File: src/rtl/sfb_pkg.sv
package sfb_pkg;

  typedef struct packed {
    logic vld;   // slot held
    logic spec;  // not yet committed
    logic a_ok;  // address present
    logic d_ok;  // data present
  } sfb_flags_t;

  // forward distance from one ring position to another
  function automatic int unsigned ring_gap(int unsigned from_p, int unsigned to_p,
                                           int unsigned span);
    return (to_p + span - from_p) % span;
  endfunction

  // a slot can drain when held, committed and complete
  function automatic logic drain_ok(sfb_flags_t f);
    return f.vld & ~f.spec & f.a_ok & f.d_ok;
  endfunction

endpackage

File: src/rtl/sfb_ctrl.sv
module sfb_ctrl #(
  parameter int DEPTH = 8,
  localparam int IW = $clog2(DEPTH),
  localparam int PW = IW + 1
) (
  input  logic          clk,
  input  logic          rst_n,
  input  logic          alloc_valid,
  input  logic          cmt_valid,
  input  logic          abort_valid,
  input  logic          drain_fire,
  output logic [PW-1:0] head_ptr,
  output logic [PW-1:0] cptr,
  output logic [PW-1:0] tail_ptr,
  output logic [PW-1:0] count,
  output logic          alloc_fire,
  output logic          cmt_fire
);
  import sfb_pkg::*;

  localparam logic [PW-1:0] ONE = PW'(1);
  logic [PW-1:0] cptr_nx;
  logic          full;

  always_comb begin
    count      = PW'(ring_gap(32'(head_ptr), 32'(tail_ptr), 2 * DEPTH));
    full       = (count == PW'(DEPTH));
    alloc_fire = alloc_valid & ~full & ~abort_valid;
    cmt_fire   = cmt_valid & (cptr != tail_ptr);
    cptr_nx    = cmt_fire ? cptr + ONE : cptr;
  end

  always_ff @(posedge clk) begin
    if (!rst_n) begin
      head_ptr <= '0;
      cptr     <= '0;
      tail_ptr <= '0;
    end else begin
      if (drain_fire) head_ptr <= head_ptr + ONE;
      cptr <= cptr_nx;
      if (abort_valid)     tail_ptr <= cptr_nx;
      else if (alloc_fire) tail_ptr <= tail_ptr + ONE;
    end
  end

endmodule

File: src/rtl/sfb_slots.sv
module sfb_slots #(
  parameter int DEPTH = 8,
  parameter int AW = 32,
  parameter int DW = 32,
  localparam int IW = $clog2(DEPTH)
) (
  input  logic                clk,
  input  logic                rst_n,
  input  logic                alloc_fire,
  input  logic [IW-1:0]       tail_idx,
  input  logic                cmt_fire,
  input  logic [IW-1:0]       cptr_idx,
  input  logic                abort_valid,
  input  logic                drain_fire,
  input  logic [IW-1:0]       head_idx,
  input  logic                sa_valid,
  input  logic [IW-1:0]       sa_slot,
  input  logic [AW-1:0]       sa_addr,
  input  logic                sd_valid,
  input  logic [IW-1:0]       sd_slot,
  input  logic [DW-1:0]       sd_data,
  output sfb_pkg::sfb_flags_t flags [DEPTH],
  output logic [AW-1:0]       addr  [DEPTH],
  output logic [DW-1:0]       data  [DEPTH]
);
  import sfb_pkg::*;

  for (genvar i = 0; i < DEPTH; i++) begin : g_slot
    logic take, sa_hit, sd_hit, cmt_hit, kill;

    always_comb begin
      take    = alloc_fire & (tail_idx == IW'(i));
      sa_hit  = sa_valid & (sa_slot == IW'(i)) & flags[i].vld & ~flags[i].a_ok;
      sd_hit  = sd_valid & (sd_slot == IW'(i)) & flags[i].vld & ~flags[i].d_ok;
      cmt_hit = cmt_fire & (cptr_idx == IW'(i));
      kill    = (abort_valid & flags[i].spec & ~cmt_hit)
              | (drain_fire & (head_idx == IW'(i)));
    end

    always_ff @(posedge clk) begin
      if (!rst_n) begin
        flags[i] <= '0;
        addr[i]  <= '0;
        data[i]  <= '0;
      end else if (take) begin
        flags[i] <= '{vld: 1'b1, spec: 1'b1, a_ok: 1'b0, d_ok: 1'b0};
      end else if (kill) begin
        flags[i] <= '0;
      end else begin
        if (sa_hit) begin
          flags[i].a_ok <= 1'b1;
          addr[i]       <= sa_addr;
        end
        if (sd_hit) begin
          flags[i].d_ok <= 1'b1;
          data[i]       <= sd_data;
        end
        if (cmt_hit) flags[i].spec <= 1'b0;
      end
    end
  end

endmodule

File: src/rtl/sfb_match.sv
module sfb_match #(
  parameter int DEPTH = 8,
  parameter int AW = 32,
  parameter int DW = 32,
  localparam int IW = $clog2(DEPTH),
  localparam int PW = IW + 1
) (
  input  sfb_pkg::sfb_flags_t flags [DEPTH],
  input  logic [AW-1:0]       addr  [DEPTH],
  input  logic [DW-1:0]       data  [DEPTH],
  input  logic [PW-1:0]       head_ptr,
  input  logic [PW-1:0]       count,
  input  logic                ld_valid,
  input  logic [AW-1:0]       ld_addr,
  input  logic [PW-1:0]       ld_age,
  output logic                ld_hit,
  output logic                ld_wait,
  output logic [DW-1:0]       ld_data
);
  import sfb_pkg::*;

  logic [PW-1:0] ld_dist;
  logic          in_buf;
  logic          found;
  logic [IW-1:0] best;
  logic [IW-1:0] head_idx;

  assign head_idx = head_ptr[IW-1:0];

  always_comb begin
    ld_dist = PW'(ring_gap(32'(head_ptr), 32'(ld_age), 2 * DEPTH));
    in_buf  = (ld_dist < count);
    found   = 1'b0;
    best    = '0;
    // walk oldest to youngest; a later match overrides an earlier one
    for (int k = 0; k < DEPTH; k++) begin
      logic [IW-1:0] s;
      s = IW'(32'(head_idx) + 32'(k));
      if (in_buf && (PW'(k) <= ld_dist) && flags[s].vld && flags[s].a_ok
          && (addr[s] == ld_addr)) begin
        found = 1'b1;
        best  = s;
      end
    end
    ld_hit  = ld_valid & found & flags[best].d_ok;
    ld_wait = ld_valid & found & ~flags[best].d_ok;
    ld_data = ld_hit ? data[best] : '0;
  end

endmodule

File: src/rtl/store_fwd_buffer.sv
module store_fwd_buffer #(
  parameter int DEPTH = 8,
  parameter int AW = 32,
  parameter int DW = 32,
  localparam int IW = $clog2(DEPTH),
  localparam int PW = IW + 1
) (
  input  logic          clk,
  input  logic          rst_n,
  input  logic          alloc_valid,
  output logic          alloc_ready,
  output logic [PW-1:0] alloc_tag,
  input  logic          sa_valid,
  input  logic [IW-1:0] sa_slot,
  input  logic [AW-1:0] sa_addr,
  input  logic          sd_valid,
  input  logic [IW-1:0] sd_slot,
  input  logic [DW-1:0] sd_data,
  input  logic          cmt_valid,
  input  logic          abort_valid,
  input  logic          ld_valid,
  input  logic [AW-1:0] ld_addr,
  input  logic [PW-1:0] ld_age,
  output logic          ld_hit,
  output logic          ld_wait,
  output logic [DW-1:0] ld_data,
  output logic          wr_valid,
  input  logic          wr_ready,
  output logic [AW-1:0] wr_addr,
  output logic [DW-1:0] wr_data
);
  import sfb_pkg::*;

  logic [PW-1:0] head_ptr, cptr, tail_ptr, count;
  logic          alloc_fire, cmt_fire, drain_fire;
  sfb_flags_t    flags [DEPTH];
  logic [AW-1:0] addr  [DEPTH];
  logic [DW-1:0] data  [DEPTH];
  logic [IW-1:0] head_idx;

  assign head_idx    = head_ptr[IW-1:0];
  assign alloc_ready = alloc_fire;
  assign alloc_tag   = tail_ptr;
  assign wr_valid    = drain_ok(flags[head_idx]);
  assign wr_addr     = addr[head_idx];
  assign wr_data     = data[head_idx];
  assign drain_fire  = wr_valid & wr_ready;

  sfb_ctrl #(.DEPTH(DEPTH)) u_ctrl (
    .clk, .rst_n, .alloc_valid, .cmt_valid, .abort_valid, .drain_fire,
    .head_ptr, .cptr, .tail_ptr, .count, .alloc_fire, .cmt_fire
  );

  sfb_slots #(.DEPTH(DEPTH), .AW(AW), .DW(DW)) u_slots (
    .clk, .rst_n, .alloc_fire, .tail_idx(tail_ptr[IW-1:0]),
    .cmt_fire, .cptr_idx(cptr[IW-1:0]), .abort_valid, .drain_fire,
    .head_idx, .sa_valid, .sa_slot, .sa_addr, .sd_valid, .sd_slot, .sd_data,
    .flags, .addr, .data
  );

  sfb_match #(.DEPTH(DEPTH), .AW(AW), .DW(DW)) u_match (
    .flags, .addr, .data, .head_ptr, .count, .ld_valid, .ld_addr, .ld_age,
    .ld_hit, .ld_wait, .ld_data
  );

endmodule

File: config.mk
export PLATFORM = sky130hd
export DESIGN_NAME = store_fwd_buffer
export DESIGN_NICKNAME = d
export VERILOG_FILES = /design/src/rtl/sfb_pkg.sv /design/src/rtl/sfb_ctrl.sv /design/src/rtl/sfb_slots.sv /design/src/rtl/sfb_match.sv /design/src/rtl/store_fwd_buffer.sv
export SDC_FILE = /design/constraint.sdc
export NUM_CORES = 2
export LEC_CHECK = 0
export ABC_AREA = 1
export BUFFER_PORTS_ARGS = -buffer_cell sky130_fd_sc_hd__buf_2
export CORE_MARGIN = 2
export CORE_UTILIZATION = 41
export DETAILED_ROUTE_END_ITERATION = 6
export MAX_ROUTING_LAYER = met4
export PLACE_DENSITY_LB_ADDON = 0.3
export SYNTH_ARGS = -nofsm -noshare
export SYNTH_HDL_FRONTEND = slang
export SYNTH_SLANG_ARGS = --single-unit
File: constraint.sdc
create_clock -name clk -period 6.6 [get_ports clk]
set_clock_uncertainty 0.2 [all_clocks]
set_input_delay 0 -clock clk [delete_from_list [all_inputs] [get_ports clk]]
set_output_delay 0 -clock clk [all_outputs]
set_load 0.005 [all_outputs]
==> impl_results.md <==
* Hold_buf cts at 101
* WP data required at ~6.4 ns
* R2R depth at 16
* Gpl congestion at between 1 and 1.5
* TritonRoute pass-1 iters at 7
* Syn avg cell area at 5.88 um2
* Unrepaired setup endpoints after global routing: false
* Post-layout net count at 6,737
* Minimum clock period at 6.39 ns
* Post-Syn Instances at 6,626
* Clock buffer count from CTS at about 70
* DIE AREA at 97,500 um2
* Area contributors post-synth: dfxtp_1, nand3_1, nand2_1
* Final Max Slew Viols at 0
* Sum Neg Setup Slack at 0 ns
* Yosys top cell area share at between 20% and 30%
* Failing checks: design-rule violations
* Clk Latency, worst-skew pair at 0.67 ns
* Worst-case clock buffer depth at 3
* Leakage at 0.0174 uW
* Die Ht at 312 um
* Status: finished with violations
* Hold slack at 0.0415 ns
* CTS sink cnt at 556
* Grt ovf at 0
* Post-Route WL at 194,000 um
* Slew @ Worst Pin at 1.08 ns
* Area leader, netlist: dfxtp_1
* Vias in the first global route at 42,100
* Ratio of cells with drive above 1 in the final layout at 7.28%
* Synth Warn # at 0
* Mapped cell area at just under 40,000 um2
* Crit Reg-Reg Startpoint: u_ctrl.head_ptr[1]
* Post-DP HPWL at approximately 130,000 um
* Non-filler cells, final at 7,927
* Initial core utilization at 41.2%
* Max_slew headroom at approximately 28%
* CTS tree: yes
* CTS root buffer: clkbuf_16
* Pwr/cell area at roughly 190 nW/um2
* First-pass GRT wire length at roughly 280,000 um
* Endpoint type of the worst setup path: output pin
* CTS resizes at 0
* Hold WC Path Type: input port to register
* DRT antenna net count at 0
* Achievable Freq at 157 MHz
* Critical Path Source Type: register
* Setup violations, final at 0
* Worst flop-to-flop path endpoint: u_slots.data[76]
* Largest net degree at the start of global routing at roughly 180
* Final total power at 8470 uW
* Sequential share of the synthesized area at 28.6%
* IO buf count at around 220
* Hold depth at 4
* Final Hold Fails at 0
* Total number of H-tree levels at 3
* Final core utilization at 46.3%
* CP arrival at about 6.2 ns
* Synth Net Count at 6,771
* Routed vias/inst at 6.06
* Area growth, synth to finish at 12.5%
* Rows at ~110
* Hold Path Origin: sd_data[9]
* Library cells used by synthesis at 38
* VDD IR-drop max at 0.234 mV
* Placed instance count at roughly 7,700
* Hold path endpoint: u_slots.data[73]
* Critical path class: register to output pin
* Core area at around 95,000 um2
* Total track usage at 39.2%
* Reg clk slew, reported paths at 0.06 ns
* # DRC at 2
* Die Wd at 312 um
* Max Cap Viol at 0
* Via count at between 40,000 and 50,000
* Ports at 219
* Reg2Reg Setup Slack at 1.14 ns
* Post CTS Setup Buffer Count at 0
* Antenna violations before repair at 19
* Yosys reg bits at about 560
* Worst-path maximum fanout at 74
* Routed len/inst at 24.5 um
* Period utilization at 96.8%
* Initial DRC count at 6,989
-- cell families after synthesis --
family | count (synthesis) | share of synthesized area, %
AO/OA/AOI/OAI | 1214 | 16.4
XOR/XNOR | 69 | 1.55
adder cells (fa/ha/maj) | 30 | 1.00
buffers and inverters | 849 | 9.24
flip-flops | 556 | 28.6
AND/OR/NAND/NOR | 3908 | 43.2
-- how the worst max path moves through the flow --
stage                        from  cells after the start  slack, ns           to
2_1_floorplan  u_ctrl.head_ptr[1]                     33       1.73  ld_data[22]
3_3_place_gp   u_ctrl.head_ptr[1]                     22       1.04      ld_wait
3_5_place_dp   u_ctrl.head_ptr[1]                     22       1.04      ld_wait
4_1_cts        u_ctrl.head_ptr[1]                     22       0.31      ld_wait
5_1_grt        u_ctrl.head_ptr[1]                     26       0.01      ld_wait
6_report       u_ctrl.head_ptr[1]                     21       0.21      ld_wait
-- cell type report --
type                       count  area [um2]
fill                       10000       50800
tap                         1265        1580
timing repair buffer         409        3010
inverter                     336        1290
multi-input combinational   5221       24400
clock inverter                27         329
sequential                   556       11100
clock buffer                  96        2000
antenna                       17        42.5
-- registers in the layout (all words and copies together) (netlist names) --
signal           count
u_slots.data       256
u_slots.flags       32
u_slots.addr       256
u_ctrl.head_ptr      4
u_ctrl.tail_ptr      4
u_ctrl.cptr          4
-- synthesized netlist by cell type --
library cell	instances
inv_1	297
nand3_1	1639
inv_2	18
ha_1	28
o22ai_1	19
buf_1	68
clkinv_1	20
xnor2_1	7
fa_1	2
nand3_2	3
o31ai_1	1
buf_2	128
a31oi_1	34
nor4_1	17
a211oi_1	3
o21ai_1	53
nand2_4	1
o32ai_1	1
nand2_1	1980
a21boi_0	1
clkbuf_1	265
a21oi_1	631
inv_4	1
nor3_1	14
nor2_1	234
a221oi_1	32
buf_6	15
o211ai_1	38
buf_4	37
nand2_2	1
dfxtp_1	556
o2111ai_1	1
nor2_2	4
o311ai_0	1
a22o_1	3
xor2_1	62
nand4_1	15
o21ai_0	396
-- report_power, final --
part	switching [uW]	internal (uW)	leakage [uW]	total, uW
Clock	1660	2300	0.00114	3960
Combinational	780	284	0.0118	1060
Sequential	53.9	3390	0.00448	3450
Total	2490	5970	0.0174	8470
-- worst max-delay path, stage by stage, from the launching register on --
cell and delay (ns):
dfxtp_4 0.47, inv_8 0.35, buf_4 0.79, nand3_1 0.22
nand3_1 0.17, nand2_1 0.19, nand2_1 0.18, nand4_1 0.17
nor2_1 0.42, nand3_1 0.21, nor2_1 0.20, nor2_1 0.10
nand2_1 0.10, nand2_1 0.07, nand3_2 0.18, nand2_8 0.25
inv_2 0.18, nand2_1 0.06, nand3_1 0.09, nand3_2 0.09
a21boi_0 0.58, buf_2 0.24
-- layout by cell type, fill, tap and decap left out, types with 38 or more instances in the layout --
| cell type | n |
|---|---|
| a21oi_1 | 627 |
| buf_2 | 217 |
| buf_4 | 72 |
| clkbuf_16 | 70 |
| dfxtp_1 | 553 |
| dlygate4sd3_1 | 101 |
| inv_1 | 295 |
| nand2_1 | 1970 |
| nand3_1 | 1639 |
| nor2_1 | 234 |
| o211ai_1 | 38 |
| o21ai_0 | 396 |
| o21ai_1 | 53 |
| xor2_1 | 61 |
-- layer usage --
layer  routed length [um]  track usage [%]
met4                 9700             16.9
met3                21500             7.10
met2                83600             58.0
met5                    0                -
met1                79300             52.2
-- stage by stage --
step | cell area [um2] | setup WS [ns]
floorplan | 39000 | 1.73
global placement | 40400 | 1.04
detailed placement | 40400 | 1.04
CTS | 43800 | 0.307
global route | 43800 | 0.0117
finish | 43800 | 0.212
(Power assumes the default switching activity.)
